### src/rtl/ccd_hpix_pkg.sv
package ccd_hpix_pkg;

  typedef enum logic [1:0] {
    REG_NONE   = 2'd0,
    REG_DUMMY  = 2'd1,
    REG_DARK   = 2'd2,
    REG_ACTIVE = 2'd3
  } region_e;

  typedef struct packed {
    logic h1a;
    logic h1b;
    logic h2;
    logic rg;
    logic clamp;
    logic sample;
  } wave_t;

endpackage

### src/rtl/hpix_timebase.sv
module hpix_timebase #(
  parameter int PIX_CYC  = 8,
  parameter int LINE_LEN = 694,
  localparam int PW = $clog2(PIX_CYC),
  localparam int LW = $clog2(LINE_LEN)
) (
  input  logic          clk,
  input  logic          rst,
  input  logic          line_start,
  output logic          running,
  output logic          accept,
  output logic [PW-1:0] phase,
  output logic [LW-1:0] pix_idx
);

  localparam logic [PW-1:0] PH_LAST  = PW'(PIX_CYC - 1);
  localparam logic [LW-1:0] PIX_LAST = LW'(LINE_LEN - 1);

  assign accept = !running && line_start;

  always_ff @(posedge clk) begin
    if (rst) begin
      running <= 1'b0;
      phase   <= '0;
      pix_idx <= '0;
    end else if (!running) begin
      phase   <= '0;
      pix_idx <= '0;
      if (line_start) running <= 1'b1;
    end else if (phase == PH_LAST) begin
      phase <= '0;
      if (pix_idx == PIX_LAST) running <= 1'b0;
      else                     pix_idx <= pix_idx + 1'b1;
    end else begin
      phase <= phase + 1'b1;
    end
  end

  // a start request during a line never disturbs the phase count
  p_phase_adv_r8: assert property (@(posedge clk) disable iff (rst)
    (running && phase != PH_LAST) |=> (running && phase == $past(phase) + 1'b1));

  p_pix_hold_r8: assert property (@(posedge clk) disable iff (rst)
    (running && phase != PH_LAST) |=> $stable(pix_idx));

endmodule

### src/rtl/hpix_wave.sv
module hpix_wave
  import ccd_hpix_pkg::*;
#(
  parameter int PIX_CYC = 8,
  parameter int H2_FALL = 4,
  parameter int RST_LEN = 1,
  parameter int CLP_OFF = 2,
  parameter int CLP_LEN = 2,
  parameter int SMP_OFF = 5,
  parameter int SMP_LEN = 2,
  localparam int PW = $clog2(PIX_CYC)
) (
  input  logic          clk,
  input  logic          rst,
  input  logic          running,
  input  logic          accept,
  input  logic          dual_mode,
  input  logic [PW-1:0] phase,
  output wave_t         q
);

  localparam logic [PW-1:0] F_H2  = PW'(H2_FALL);
  localparam logic [PW-1:0] E_RG  = PW'(RST_LEN);
  localparam logic [PW-1:0] S_CLP = PW'(CLP_OFF);
  localparam logic [PW-1:0] E_CLP = PW'(CLP_OFF + CLP_LEN);
  localparam logic [PW-1:0] S_SMP = PW'(SMP_OFF);
  localparam int            E_SMP = SMP_OFF + SMP_LEN;

  initial begin
    a_cfg_order_r5: assert (RST_LEN <= CLP_OFF && CLP_OFF + CLP_LEN <= H2_FALL &&
                            H2_FALL <= SMP_OFF && E_SMP <= PIX_CYC &&
                            H2_FALL + 1 < PIX_CYC && RST_LEN > 0)
      else $error("strobe offsets out of order");
  end

  logic  dual_lat;
  wave_t d;

  always_ff @(posedge clk) begin
    if (rst)         dual_lat <= 1'b0;
    else if (accept) dual_lat <= dual_mode;
  end

  always_comb begin
    d = '0;
    if (running) begin
      d.h2     = (phase < F_H2);
      d.h1a    = !(phase < F_H2);
      d.h1b    = dual_lat && !(phase < F_H2);
      d.rg     = (phase < E_RG);
      d.clamp  = (phase >= S_CLP) && (phase < E_CLP);
      d.sample = (phase >= S_SMP) && (32'(phase) < E_SMP);
    end else begin
      d.h1a = 1'b1;
      d.h1b = dual_mode;
    end
  end

  always_ff @(posedge clk) begin
    if (rst) q <= '{h1a: 1'b1, default: 1'b0};
    else     q <= d;
  end

  p_h2_compl_r2: assert property (@(posedge clk) disable iff (rst)
    q.h2 |-> !q.h1a);

  p_single_h1b_r3: assert property (@(posedge clk) disable iff (rst)
    (running && !dual_lat) |=> !q.h1b);

  p_rg_start_r4: assert property (@(posedge clk) disable iff (rst)
    $rose(q.rg) |-> $rose(q.h2));

  p_clamp_order_r5: assert property (@(posedge clk) disable iff (rst)
    q.clamp |-> (!q.rg && q.h2));

  p_sample_order_r5: assert property (@(posedge clk) disable iff (rst)
    q.sample |-> (!q.h2 && !q.clamp && !q.rg));

endmodule

### src/rtl/hpix_region.sv
module hpix_region
  import ccd_hpix_pkg::*;
#(
  parameter int PIX_CYC = 8,
  parameter int H2_FALL = 4,
  parameter int DUMMY_N = 14,
  parameter int LEAD_N  = 8,
  parameter int ACT_N   = 648,
  parameter int TRAIL_N = 24,
  localparam int LINE_LEN = DUMMY_N + LEAD_N + ACT_N + TRAIL_N,
  localparam int PW = $clog2(PIX_CYC),
  localparam int LW = $clog2(LINE_LEN)
) (
  input  logic          clk,
  input  logic          rst,
  input  logic          running,
  input  logic [PW-1:0] phase,
  input  logic [LW-1:0] pix_idx,
  output logic          pix_dummy,
  output logic          pix_dark,
  output logic          pix_active,
  output logic          line_done
);

  localparam int B_LEAD  = DUMMY_N;
  localparam int B_ACT   = DUMMY_N + LEAD_N;
  localparam int B_TRAIL = DUMMY_N + LEAD_N + ACT_N;
  localparam logic [LW-1:0] PIX_LAST = LW'(LINE_LEN - 1);
  localparam logic [PW-1:0] PH_DONE  = PW'(H2_FALL + 1);

  region_e reg_d;

  always_comb begin
    if (!running)                     reg_d = REG_NONE;
    else if (32'(pix_idx) < B_LEAD)   reg_d = REG_DUMMY;
    else if (32'(pix_idx) < B_ACT)    reg_d = REG_DARK;
    else if (32'(pix_idx) < B_TRAIL)  reg_d = REG_ACTIVE;
    else                              reg_d = REG_DARK;
  end

  always_ff @(posedge clk) begin
    if (rst) begin
      pix_dummy  <= 1'b0;
      pix_dark   <= 1'b0;
      pix_active <= 1'b0;
      line_done  <= 1'b0;
    end else begin
      pix_dummy  <= (reg_d == REG_DUMMY);
      pix_dark   <= (reg_d == REG_DARK);
      pix_active <= (reg_d == REG_ACTIVE);
      line_done  <= running && (pix_idx == PIX_LAST) && (phase == PH_DONE);
    end
  end

  p_flags_onehot_r7: assert property (@(posedge clk) disable iff (rst)
    $onehot0({pix_dummy, pix_dark, pix_active}));

  p_done_single_r6: assert property (@(posedge clk) disable iff (rst)
    line_done |=> !line_done);

endmodule

### src/rtl/ccd_hpix_gen.sv
module ccd_hpix_gen
  import ccd_hpix_pkg::*;
#(
  parameter int PIX_CYC = 8,
  parameter int H2_FALL = 4,
  parameter int RST_LEN = 1,
  parameter int CLP_OFF = 2,
  parameter int CLP_LEN = 2,
  parameter int SMP_OFF = 5,
  parameter int SMP_LEN = 2,
  parameter int DUMMY_N = 14,
  parameter int LEAD_N  = 8,
  parameter int ACT_N   = 648,
  parameter int TRAIL_N = 24
) (
  input  logic clk,
  input  logic rst,
  input  logic line_start,
  input  logic dual_mode,
  output logic h1a,
  output logic h1b,
  output logic h2,
  output logic rg_clk,
  output logic clamp,
  output logic sample,
  output logic pix_dummy,
  output logic pix_dark,
  output logic pix_active,
  output logic line_done
);

  localparam int LINE_LEN = DUMMY_N + LEAD_N + ACT_N + TRAIL_N;
  localparam int PW = $clog2(PIX_CYC);
  localparam int LW = $clog2(LINE_LEN);

  logic          running;
  logic          accept;
  logic [PW-1:0] phase;
  logic [LW-1:0] pix_idx;
  wave_t         wv;

  hpix_timebase #(.PIX_CYC(PIX_CYC), .LINE_LEN(LINE_LEN)) u_tb (
    .clk(clk), .rst(rst), .line_start(line_start),
    .running(running), .accept(accept), .phase(phase), .pix_idx(pix_idx)
  );

  hpix_wave #(
    .PIX_CYC(PIX_CYC), .H2_FALL(H2_FALL), .RST_LEN(RST_LEN),
    .CLP_OFF(CLP_OFF), .CLP_LEN(CLP_LEN), .SMP_OFF(SMP_OFF), .SMP_LEN(SMP_LEN)
  ) u_wave (
    .clk(clk), .rst(rst), .running(running), .accept(accept),
    .dual_mode(dual_mode), .phase(phase), .q(wv)
  );

  hpix_region #(
    .PIX_CYC(PIX_CYC), .H2_FALL(H2_FALL), .DUMMY_N(DUMMY_N),
    .LEAD_N(LEAD_N), .ACT_N(ACT_N), .TRAIL_N(TRAIL_N)
  ) u_region (
    .clk(clk), .rst(rst), .running(running), .phase(phase), .pix_idx(pix_idx),
    .pix_dummy(pix_dummy), .pix_dark(pix_dark), .pix_active(pix_active),
    .line_done(line_done)
  );

  assign h1a    = wv.h1a;
  assign h1b    = wv.h1b;
  assign h2     = wv.h2;
  assign rg_clk = wv.rg;
  assign clamp  = wv.clamp;
  assign sample = wv.sample;

  // done only right after the final second-phase fall
  p_done_after_fall_r6: assert property (@(posedge clk) disable iff (rst)
    line_done |-> (!h2 && !$past(h2) && $past(h2, 2)));

  // flags only while shift clocks are toggling
  p_flags_idle_r7: assert property (@(posedge clk) disable iff (rst)
    (!running && !$past(running)) |-> !(pix_dummy || pix_dark || pix_active));

endmodule

### config.mk
export PLATFORM = sky130hd
export DESIGN_NAME = ccd_hpix_gen
export DESIGN_NICKNAME = d
export VERILOG_FILES = /design/src/rtl/ccd_hpix_pkg.sv /design/src/rtl/hpix_timebase.sv /design/src/rtl/hpix_wave.sv /design/src/rtl/hpix_region.sv /design/src/rtl/ccd_hpix_gen.sv
export SDC_FILE = /design/constraint.sdc
export NUM_CORES = 1
export LEC_CHECK = 0
export ABC_AREA = 1
export BUFFER_PORTS_ARGS = -buffer_cell sky130_fd_sc_hd__buf_2
export CAP_MARGIN = 20
export CORE_ASPECT_RATIO = 1.75
export CORE_UTILIZATION = 50
export CTS_BUF_LIST = sky130_fd_sc_hd__clkbuf_4 sky130_fd_sc_hd__clkbuf_8
export DETAILED_ROUTE_END_ITERATION = 6
export PLACE_DENSITY = 0.81
export SLEW_MARGIN = 20
export SYNTH_ARGS = -nofsm -noshare
export SYNTH_HDL_FRONTEND = slang
export SYNTH_SLANG_ARGS = --single-unit
### constraint.sdc
create_clock -name clk -period 1.65 [get_ports clk]
set_input_delay 0.33 -clock clk [delete_from_list [all_inputs] [get_ports clk]]
set_output_delay 0.33 -clock clk [all_outputs]
set_load 0.01 [all_outputs]
# Word level (Yosys, flattened, before mapping)

Index checks and enable logic that the tools add are counted.

$add $sub $neg: 2
$lt $le $gt $ge: 8
Equal/unequal tests: 6
Mux-type cells: 9
Bitwise operators: 2
Reduce and logical (&&, ||, !) cells: 11

Operators with widths:

| kind                                                        | number |
|---|---|
| adder 10 x 1 -> 10 bit, second input constant               | 1 |
| == test 10 bit, second input constant                       | 1 |
| less-than comparator 10 bit, second input constant          | 1 |
| less-than comparator 10 x 4 -> 1 bit, second input constant | 1 |
| less-than comparator 10 x 5 -> 1 bit, second input constant | 1 |
| == test 3 bit, second input constant                        | 2 |
| logical AND 1 bit                                           | 6 |
| less-than comparator 3 bit, second input constant           | 2 |
| two-way mux 1 bit                                           | 6 |
| two-way mux 2 bit                                           | 3 |
| == test 2 bit, second input constant                        | 2 |
| adder 3 x 1 -> 3 bit, second input constant                 | 1 |
| >= comparator 3 x 2 -> 1 bit, second input constant         | 1 |
| >= comparator 3 bit, second input constant                  | 1 |
| less-than comparator 3 x 1 -> 1 bit, second input constant  | 1 |
| OR reduction 3 bit                                          | 1 |
| == test 2 x 1 -> 1 bit, second input constant               | 1 |
| zero test 1 bit                                             | 2 |
| inverter 1 bit                                              | 2 |
| AND reduction 2 bit                                         | 1 |
| OR reduction 2 bit                                          | 1 |

Bits in registers: 25
Bits of input ports: 4
Output and inout bits: 10
Logic and storage cells: 52

# Depth between registers and ports, before layout

Gate-level depths: netlist (run 1).

Depth in word-level cells: 6
Mapped depth: 9
Depth with buffers taken out: 9

# By module

Synthesis (run 1) repeated with hierarchy kept, for this count alone.

Cell total of the unflattened synthesis: 186
Area total of the unflattened synthesis: 1317.5 um2

Modules (own cells, without submodules):

| module        | times used | cells an instance | area each (um2) | seq. area each (um2) |
|---|---|---|---|---|
| hpix_timebase | 1          | 110               | 787.0           | 280.3 |
| hpix_region   | 1          | 49                | 285.3           | 80.1 |
| hpix_wave     | 1          | 27                | 245.2           | 140.1 |

# Worst setup path before layout (run 1)

No wires, ideal clock.

Path type: reg2reg
From: register u_tb.pix_idx[1]
To: register u_tb.pix_idx[5]
Library setup time: 0.116 ns
Arrival time: 1.151 ns
Required time: 1.534 ns
Path slack: 0.383 ns
Cell stages (with the launch flop): 10
Path buffers: 1
Period minus slack after synthesis: 1.267 ns
Cells stage by stage: dfxtp_1 > inv_1 > ha_1 > nand3_1 > nor2_4 > nand2_4 > buf_6 > nand4_1 > nand2_1 > nor2_1

Longest elaborated chain between the ends: 3
Elaborated cells on any way between the ends: 4
Classes of those cells: 1 x add/sub; 1 x eq/ne; 1 x bitwise; 1 x reduce/logical

RTL lines:

| element                                                        | RTL line            | RTL |
|---|---|---|
| from (decl)                                                    | hpix_timebase.sv:13 | `output logic [LW-1:0] pix_idx` |
| from (signal assigned)                                         | hpix_timebase.sv:33 | `else pix_idx <= pix_idx + 1'b1;` |
| branches (longest 3 deep; another with adder 10 x 1 -> 10 bit) | -                   |  |

Several ways; the timed one is not identified.
A chain may end at the register's enable or synchronous reset.

# Worst setup path after layout (run 1)

From: register u_tb.pix_idx[1]
To: register u_tb.pix_idx[9]

Same word-level chain as after synthesis.

==> metrics, run 1 <==
cts bufs inserted 3; FFs w/ async S/R, synth 0%; hold buffers post-CTS 0; Routed WL 2380 um; drt wl/cell approximately 12 um; crit-path max FO 16; CP arrival approximately 1.7 ns; share of layout cells above drive strength 1 about a fifth; status complete, no violations; nets@finish 185; Power Internal ~0.83 mW; post_cts resized 0; DR top layer met4; Peak Freq a little under 700 MHz; Clock Power Share a little over a third; register area share after synthesis 41.2%; final setup skew between 0.007 and 0.008 ns; ANT cells 0; min cycle time layout 1.44 ns; final setup vio count 0; DR WL met2 about 1300 um; CP Launch Type flip-flop; max-cap viol count 0; initial antenna violation count 0; core area between 2000 and 2500 um^2; RD Place Congestion just over 0.8; Lkg Pwr 0.558 nW; First-pass DRT Iterations 4; Longest Clk Path Bufs 2; Final HPWL DP roughly 1800 um; I/O Buffers 13; Initial Util a little over half; Iter 0 DRT Violations 24; Mapped Nets about 170; number of flops mapped to enable cells by yosys 0; die area 2640 um^2; Clock Tree Root clkbuf_8; Netlist cell types 28; Yosys warning count 0; io pins 14; Final Cycle Share between 80 and 90%; # DRC 0; CTS clk-pin slew, worst paths about 0.090 ns; GRT Resource Usage Total 23.0%; max-slew violation count 0; worst hold path class in -> reg; CTS HTree Levels 1; P&R area growth vs syn 9.38%; routed metal-1 wire length about 900 um; switching power about 0.23 mW; overall die width just under 40 um; vias in the first global route approximately 1,100; PD cells approximately 800 nW/um^2; worst skew pair latency ~0.27 ns; first-pass GRT wire length around 4300 um; worst vdd ir ~650 uV; pin count of the biggest net entering global routing 17; Detail Route Antenna Nets 0; Yosys reg bits 25; Fin Setup TNS 0 ns; critical path type reg -> reg; Worst setup EP type flip-flop; register share of total power roughly 59%; Row Count 23; GRT overflow 0; routed vias/inst around 5.4; Met3 Wirelength approximately 80 um; Critical Path RT 1.86 ns; synthesized area per cell between 7 and 8 um^2; sw frac a little over a fifth; fillers 225; hold_ws around 0.29 ns; top_reg_cell synth dfxtp_1; DIE HEIGHT ~67 um; Logic pwr share under 10%; actual slew at the worst max-slew pin roughly 0.27 ns; RSZ-0062 raised after global routing false; Mapped Cells about 160; area of the mapped netlist about 1200 um^2; TritonCTS clock tree built; Slew HR 82.2%; post-CTS setup buffer count 0; CTS Sinks 25; via count about 1,100; final-report hold violation count 0
## sequential cells by signal (all words and copies together), names as in the netlist
register,cells
u_tb.running,1
u_region.line_done,1
u_region.pix_dummy,1
u_region.pix_active,1
u_tb.pix_idx,10
u_region.pix_dark,1
u_wave.q,6
u_wave.dual_lat,1
u_tb.phase,3
## worst paths after layout
path	start	to	slack, ns	depth (start not counted)
worst max-delay path	u_tb.pix_idx[1]$_SDFFE_PP0P_	u_tb.pix_idx[9]$_SDFFE_PP0P_	0.21	9
worst min-delay path	rst	u_wave.dual_lat$_SDFFE_PP0P_	0.29	2
worst max register to register	u_tb.pix_idx[1]$_SDFFE_PP0P_	u_tb.pix_idx[9]$_SDFFE_PP0P_	0.21	9
worst min register to register	u_wave.dual_lat$_SDFFE_PP0P_	u_wave.dual_lat$_SDFFE_PP0P_	0.47	2
## worst max-delay path: stages, from the launching register on
cell     delay [ns]
dfxtp_1        0.39
inv_1          0.10
ha_1           0.18
nand3_1        0.12
nor2_4         0.05
nand2_4        0.16
nand2_2        0.13
nor2_1         0.10
nor2_1         0.05
nor2_1         0.10
## metrics by stage
stage               instance area [um^2]  total power [mW]  instances  util, %  setup WS (ns)
detailed placement                  1280             0.704        195     55.5          0.220
CTS                                 1330              1.07        199     57.7          0.201
floorplan                           1210             0.679        161        -          0.383
global placement                    1280             0.700        195     55.5          0.292
global route                        1330              1.10        199     57.7         0.0511
finish                              1330              1.06        199     57.7          0.207
## area by class of cell
class | count | area, um^2 | area share (%)
Inverter | 18 | 67.6 | 5.09
Sequential cell | 25 | 500 | 37.7
Tap cell | 25 | 31.3 | 2.36
Timing Repair Buffer | 13 | 65.1 | 4.90
Clock buffer | 4 | 48.8 | 3.68
Multi-Input combinational cell | 114 | 614 | 46.3
## power by group through the flow
stage               combinational (mW)  sequential [mW]  clock [mW]
finish                          0.0611            0.628       0.371
global route                    0.0700            0.631       0.401
CTS                             0.0618            0.628       0.376
detailed placement              0.0617            0.642           0
global placement                0.0586            0.641           0
floorplan                       0.0333            0.646           0
## routing by layer
metal | vias up | track usage, %
met5 | - | 0
met4 | 0 | 15.5
met3 | 13 | 3.95
met2 | 33 | 40.6
met1 | 489 | 22.9
li1 | 548 | -
## synth_stat cells (all sizes together), types with 2 or more instances
cell type,count,area (um^2)
nand2,40,165
nor2,27,126
dfxtp,25,500
inv,17,63.8
nand3,14,75.1
a21oi,8,43.8
nand4,7,43.8
ha,6,75.1
buf,4,31.3
o21ai,3,15.0
nor3,2,10.0
xor2,2,17.5
## logic make-up after synthesis
kind of cell,share of synthesized area (%)
buf+inv,8.14
compound gates,6.70
fa+ha+maj,6.19
flops,41.2
simple gates,36.3
xor+xnor,1.44
## layout by cell type (no fill, tap or decap), drive strengths merged, types with 2 or more instances in the layout
master / instances
ha: 6
a21oi: 8
nand3: 14
clkbuf: 4
nand2: 40
o21ai: 3
dfxtp: 25
inv: 17
nor2: 27
buf: 13
nor3: 2
nand4: 7
xor2: 2
(Power assumes the default switching activity.)
==> run 2: changes to the inputs <==
--- a/config.mk
+++ b/config.mk
@@ -5,10 +5,11 @@
 export SDC_FILE = /design/constraint.sdc
 export NUM_CORES = 1
 export LEC_CHECK = 0
-export ABC_AREA = 1
+export ABC_CLOCK_PERIOD_IN_PS = 1650
 export BUFFER_PORTS_ARGS = -buffer_cell sky130_fd_sc_hd__buf_2
 export CAP_MARGIN = 20
 export CORE_ASPECT_RATIO = 1.75
+export CORE_MARGIN = 5
 export CORE_UTILIZATION = 50
 export CTS_BUF_LIST = sky130_fd_sc_hd__clkbuf_4 sky130_fd_sc_hd__clkbuf_8
 export DETAILED_ROUTE_END_ITERATION = 6
==> run 2 against run 1 <==
Clock skew fell by 0.0030 ns. Via count fell by 0.65%. Critical endpoint unchanged. Non-clock buffer count rose by 8. Die area rose by 33%. Clock power barely moved. Largest power group unchanged. Cell area rose by 3.3%. Utilization rose by 1.9 points.
==> metrics, run 2 <==
final design area excluding fillers 1370 um^2 (+3.3%); worst vdd ir 661 uV (+1.9%); worst skew pair latency 0.27 ns (about the same); Row Count 23 (unchanged); commonest non-fill, non-tap cell in the layout dfxtp_1; TritonCTS clock tree built; actual slew at the worst max-slew pin 0.384 ns (+0.117 ns); Yosys reg bits 25 (unchanged); Lkg Pwr 0.525 nW (-5.9%); Slew HR 74.2% (-8.0 points); final-report hold violation count 0 (unchanged); critical path type reg -> reg; initial antenna violation count 0 (unchanged); sw frac 22.5% (+0.80 points); die area 3490 um^2 (+33%); overall die width 46.9 um (+19%); GRT overflow 0 (unchanged); top cell type's share of synthesized area 42.1% (+0.82 points); CP Launch Type flip-flop; status complete, no violations; max-slew violation count 0 (unchanged); DIE HEIGHT 74.5 um (+11%); switching power 0.235 mW (+2.3%); worst reg2reg path depth 4 (-5); I/O Buffers 13 (unchanged); Final Util 59.6% (+1.9 points); max reg flops 10 (unchanged); share of layout cells above drive strength 1 21.1% (+0.40 points); Final HPWL DP 1870 um (+2.9%); FFs w/ async S/R, synth 0% (unchanged); register share of total power 59.4% (about the same); Clock Tree Root clkbuf_8; # DRC 0 (unchanged); Longest Clk Path Bufs 2 (unchanged); number of flops mapped to enable cells by yosys 0 (unchanged); cts bufs inserted 3 (unchanged); final worst setup slack 0.115 ns (-0.0920 ns); count leader, synth dfxtp_1; Area contributors post-synth dfxtp_1 42%, ha_1 6.3%, nand4_1 3.7%; Peak Freq 651 MHz (-6.0%); max-cap viol count 0 (unchanged); Iter 0 DRT Violations 52 (+120%); Post-DP Area 1310 um^2 (+2.5%); first-pass GRT wire length 4080 um (-4.2%); min cycle time layout 1.54 ns (+0.0920 ns); Worst Hold Launch rst; RSZ-0062 raised after global routing false; Detail Route Antenna Nets 0 (unchanged); final setup skew 0.00502 ns (-0.00297 ns); Routed WL 2460 um (+3.3%); io pins 14 (unchanged); Critical Path RT 1.80 ns (-0.06 ns); Logic pwr share 5.2% (-0.6 points); worst hold path class in -> reg; Mapped Nets 140 (-18%); DP Worst Slack 0.112 ns (-0.107 ns); area of the mapped netlist 1190 um^2 (-2.0%); pin count of the biggest net entering global routing 16 (-1); CTS Sinks 25 (unchanged); Mapped Cells 130 (-19%); Final Cycle Share 93.1% (+5.6 points); Yosys warning count 0 (unchanged); Initial Util 51.7% (-1.0 points); CTS HTree Levels 1 (unchanged); Power Internal 0.810 mW (-2.3%); CTS clk-pin slew, worst paths 0.09 ns (about the same); RD Place Congestion 0.846 (+2.8%); Endpoint, Worst Hold u_wave.q[4]$_SDFF_PP0_; Worst setup EP type flip-flop; reg2reg end u_tb.pix_idx[9]$_SDFFE_PP0P_; First-pass DRT Iterations 5 (+1); nets@finish 158 (-15%); PD cells 762 nW/um^2 (-4.5%); most frequent cells in the layout 25 x dfxtp_1, 13 x buf_2, 8 x buf_4, 7 x nand4_1; Worst R2R Start u_tb.phase[0]$_SDFF_PP0_; final setup vio count 0 (unchanged); register area share after synthesis 42.1% (+0.82 points); Clock Power Share 35.5% (+0.5 points); core area 2300 um^2 (unchanged); drt wl/cell 14.3 um (+19%); P&R area growth vs syn 15.2%; synthesized area per cell 9.15 um^2 (+21%); top_reg_cell synth dfxtp_1; largest reg by FF count u_tb.pix_idx; area leader, netlist dfxtp_1; GRT Resource Usage Total 15.8% (-7.2 points); Netlist cell types 41 (+46%); hold depth 2 (unchanged); crit-path max FO 8 (-8); CP arrival 1.69 ns (+0.04 ns); ANT cells 0 (unchanged); Fin Setup TNS 0 ns (unchanged); via count 1,076 (-0.65%); synth cell count leaders 25 x dfxtp_1, 7 x nand4_1; Reg2Reg Setup Slack 0.11 ns (-0.09 ns); Top Registers u_tb.pix_idx (10), u_wave.q (6), u_tb.phase (3); vias in the first global route 951 (-10%); routed vias/inst 6.26 (+15%)
==> run 2: cell types whose count changed in the layout (fill, tap and decap cells not counted), sizes merged, moves of 3 or more <==
cell | before | now
buf | 13 | 21
inv | 17 | 5
nand2 | 40 | 5
nand2b | 0 | 6
nand3 | 14 | 4
nor2 | 27 | 4
nor3 | 2 | 6
nor4 | 0 | 3
o31ai | 0 | 3
o41ai | 0 | 3
or3 | 0 | 4
or4 | 0 | 4
==> run 2: worst max-delay path by stage <==
stage,from,end,slack (ns)
floorplan,u_tb.phase[0]$_SDFF_PP0_,u_tb.pix_idx[6]$_SDFFE_PP0P_,0.17
global placement,u_tb.pix_idx[7]$_SDFFE_PP0P_,u_region.pix_dark$_SDFF_PP0_,0.15
detailed placement,u_tb.phase[0]$_SDFF_PP0_,u_tb.pix_idx[7]$_SDFFE_PP0P_,0.11
CTS,u_tb.phase[0]$_SDFF_PP0_,u_tb.pix_idx[7]$_SDFFE_PP0P_,0.08
global route,u_tb.phase[1]$_SDFF_PP0_,u_tb.pix_idx[7]$_SDFFE_PP0P_,0.008
finish,u_tb.phase[0]$_SDFF_PP0_,u_tb.pix_idx[9]$_SDFFE_PP0P_,0.11
==> run 2: power by group through the flow <==
stage	Combinational, mW	Sequential [mW]	Clock, mW
after floorplan	0.0256	0.640	0
after global placement	0.0523	0.634	0
after detailed placement	0.0540	0.635	0
after CTS	0.0542	0.621	0.377
after global routing	0.0613	0.622	0.408
final	0.0540	0.621	0.371
==> run 2: area by class of cell <==
| type | count | area [um^2] |
|---|---|---|
| fill | 209 | 931 |
| clock buffer | 3 | 41.3 |
| tap | 25 | 31.3 |
| sequential | 25 | 500 |
| multi-input combinational | 92 | 647 |
| clock inverter | 1 | 7.51 |
| timing repair buffer | 21 | 125 |
| inverter | 5 | 18.8 |
==> run 2: cells by family (layout without fill, tap and decap cells) <==
group,count (synthesis),in the layout,share of synthesized area (%)
and+or+nand+nor,57,57,29.0
AOI/OAI and AO/OA,28,28,17.2
DFF,25,25,42.1
buffers and inverters,13,30,4.52
adders and majority gates,6,6,6.31
muxes,1,1,0.841
==> run 2: repair_timing <==
item,in CTS,in global routing
endpoints found under the setup margin,0,3
hold buffers,0,0
gates resized for setup,0,3
setup buffers,0,0
==> run 2: metrics by stage <==
stage	total power, mW	instances	hold slack [ns]
CTS	1.05	172	0.272
floorplan	0.665	130	0.399
global route	1.09	172	0.283
detailed placement	0.689	168	0.473
finish	1.05	172	0.280
global placement	0.687	168	0.460
==> run 2: worst max-delay path, stage by stage, from the launching register on <==
cell      delay, ns
dfxtp_1        0.34
ha_1           0.24
nand4_1        0.28
o311ai_0       0.41
o41ai_1        0.13
==> run 2: routing by layer <==
metal  global-route usage [%]  wire [um]  vias up
met4                     9.23         81        0
met1                     17.4        939      494
li1                         -          -      526
met5                        0          0        -
met3                     2.42        148        9
met2                     27.1       1290       47
==> run 3: changes to the inputs <==
--- a/config.mk
+++ b/config.mk
@@ -8,12 +8,11 @@
 export ABC_CLOCK_PERIOD_IN_PS = 1650
 export BUFFER_PORTS_ARGS = -buffer_cell sky130_fd_sc_hd__buf_2
 export CAP_MARGIN = 20
-export CORE_ASPECT_RATIO = 1.75
 export CORE_MARGIN = 5
-export CORE_UTILIZATION = 50
+export CORE_UTILIZATION = 55
 export CTS_BUF_LIST = sky130_fd_sc_hd__clkbuf_4 sky130_fd_sc_hd__clkbuf_8
 export DETAILED_ROUTE_END_ITERATION = 6
-export PLACE_DENSITY = 0.81
+export PLACE_DENSITY = 0.87
 export SLEW_MARGIN = 20
 export SYNTH_ARGS = -nofsm -noshare
 export SYNTH_HDL_FRONTEND = slang
==> constraint.sdc (replaced) <==
create_clock -name clk -period 1.65 [get_ports clk]
set_input_delay 0.33 -clock clk [delete_from_list [all_inputs] [get_ports clk]]
set_output_delay 0.33 -clock clk [all_outputs]
set_load 0.02 [all_outputs]
==> run 3 against run 2 <==
Cell area decreased by 2.7%. Largest power group unchanged. Total power decreased by 8.9%. Largest cell class unchanged. Via count about the same. Sequential power about the same. Worst setup slack got worse by 0.031 ns.
==> metrics, run 3 (synthesis results as in run 2) <==
status complete, no violations; vias in the first global route 1,001 (+5.3%); Lkg Pwr 0.513 nW (-2.3%); Peak Freq 638 MHz (-2.0%); critical path type reg -> reg; overall die width 56.5 um (+21%); Fin Setup TNS 0 ns (unchanged); Routed WL 2490 um (+1.3%); Iter 0 DRT Violations 32 (-38%); Post-Layout Cell Count 173 (+0.58%); slowest library cell on the worst path or4_4; CP Launch Type flip-flop; area of the multi-input gates 636 um^2 (-1.7%); Logic pwr share 6.2% (+1.0 points); Worst setup EP type flip-flop; CTS HTree Levels 1 (unchanged); cts bufs inserted 3 (unchanged); max-slew violation count 0 (unchanged); First-pass DRT Iterations 4 (-1); Initial Util 59.4% (+7.8 points); switching power 0.222 mW (-5.6%); # DRC 0 (unchanged); crit-path max FO 8 (unchanged); fillers 158 (-24%); ANT cells 0 (unchanged); actual slew at the worst max-slew pin 0.435 ns (+0.0515 ns); Top Registers u_tb.pix_idx (10), u_wave.q (6), u_tb.phase (3); share of layout cells above drive strength 1 19.2% (-1.9 points); most frequent cells in the layout 25 x dfxtp_1, 13 x buf_2, 7 x nand4_1, 7 x buf_4; CTS clk-pin slew, worst paths 0.13 ns (+0.04 ns); worst vdd ir 713 uV (+7.8%); io pins 14 (unchanged); register share of total power 65.2% (+5.8 points); sequential cell area 500 um^2 (unchanged); drt wl/cell 14.4 um (+0.68%); Clock Power Share 28.6% (-6.9 points); RSZ-0062 raised after global routing false; PD cells 714 nW/um^2 (-6.3%); Critical Path RT 1.88 ns (+0.08 ns); worst skew pair latency 0.32 ns (+0.05 ns); Final Util 66.6% (+7.1 points); Slew HR 70.7% (-3.5 points); GRT overflow 0 (unchanged); crit-path cells or4_4 -> o41ai_2 -> o21ba_1; Longest Clk Path Bufs 2 (unchanged); P&R area growth vs syn 12.1%; min cycle time layout 1.57 ns (+0.0314 ns); Row Count 16 (-30%); pin count of the biggest net entering global routing 15 (-1); CP arrival 1.80 ns (+0.11 ns); final-report hold violation count 0 (unchanged); crit-path max cell delay 0.58 ns (+0.17 ns); Final Cycle Share 95.0% (+1.9 points); CTS Sinks 25 (unchanged); initial antenna violation count 0 (unchanged); final setup skew 0.00156 ns (-0.00345 ns); nets@finish 157 (-0.63%); worst hold path class in -> reg; hold buffers post-CTS 0 (unchanged); routed vias/inst 6.23 (-0.49%); DIE HEIGHT 56.5 um (-24%); Detail Route Antenna Nets 0 (unchanged); die area 3190 um^2 (-8.6%); I/O Buffers 13 (unchanged); via count 1,077 (+0.093%); largest reg by FF count u_tb.pix_idx; Power Total 0.953 mW (-8.9%); final setup vio count 0 (unchanged); Power Internal 0.731 mW (-9.8%); max-cap viol count 0 (unchanged); GRT Resource Usage Total 16.8% (+1.1 points); TritonCTS clock tree built; max reg flops 10 (unchanged); core area 2000 um^2 (-13%); commonest non-fill, non-tap cell in the layout dfxtp_1; Placed Cells 168 (unchanged); RD Place Congestion 0.809 (-4.4%); Final HPWL DP 1790 um (-4.1%); first-pass GRT wire length 4280 um (+4.9%); Clock Tree Root clkbuf_4; sw frac 23.3% (+0.81 points)
## run 3: cell count changes in the layout (fill, tap and decap cells not counted), sizes merged
cell,before,now
buf,21,20
clkinv,0,1
clkinvlp,1,0
## run 3: worst paths after layout
kind | from | to | slack (ns) | cells after the start
min | rst | u_wave.q[4]$_SDFF_PP0_ | 0.21 | 2
max | u_tb.pix_idx[7]$_SDFFE_PP0P_ | u_region.pix_dark$_SDFF_PP0_ | 0.08 | 3
max reg2reg | u_tb.pix_idx[7]$_SDFFE_PP0P_ | u_region.pix_dark$_SDFF_PP0_ | 0.08 | 3
min reg2reg | u_wave.dual_lat$_SDFFE_PP0P_ | u_wave.q[4]$_SDFF_PP0_ | 0.48 | 2
## run 3: metal layers
metal	GRT usage, %	vias up	wire [um]
met5	0	-	0
met4	11.2	0	78
met3	4.82	14	156
met2	27.6	43	1210
met1	18.8	493	1040
li1	-	527	-
## run 3: worst max-delay path: cells and delay by family, from the launching register on
kind               cells  cell delay (ns)
DFF                    1             0.40
and+or+nand+nor        1             0.58
AOI/OAI and AO/OA      2             0.49
## run 3: cell type report
type | instances | area share, %
sequential | 25 | 37.5
clock inverter | 1 | 0.375
inverter | 5 | 1.41
multi-input combinational | 92 | 47.7
tap | 27 | 2.53
clock buffer | 3 | 1.69
timing repair buffer | 20 | 8.82
## run 3: repair_timing
item / CTS / global route
gates resized for setup: 0 / 2
buffers inserted: 0 / 1
endpoints found under the setup margin: 0 / 3
## run 3: power groups by stage
| stage | clock network, mW | registers, mW | logic (mW) |
|---|---|---|---|
| floorplan | 0 | 0.645 | 0.0256 |
| global placement | 0 | 0.634 | 0.0576 |
| detailed placement | 0 | 0.635 | 0.0594 |
| CTS | 0.282 | 0.622 | 0.0597 |
| global route | 0.312 | 0.624 | 0.0658 |
| finish | 0.272 | 0.622 | 0.0592 |
## run 3: metrics by stage
step | setup slack (ns) | hold WS [ns] | instance area [um^2]
CTS | 0.0231 | 0.199 | 1330
global placement | 0.154 | 0.461 | 1300
floorplan | 0.168 | 0.399 | 1190
detailed placement | 0.0539 | 0.462 | 1300
global route | 0.000291 | 0.199 | 1330
finish | 0.0833 | 0.211 | 1330
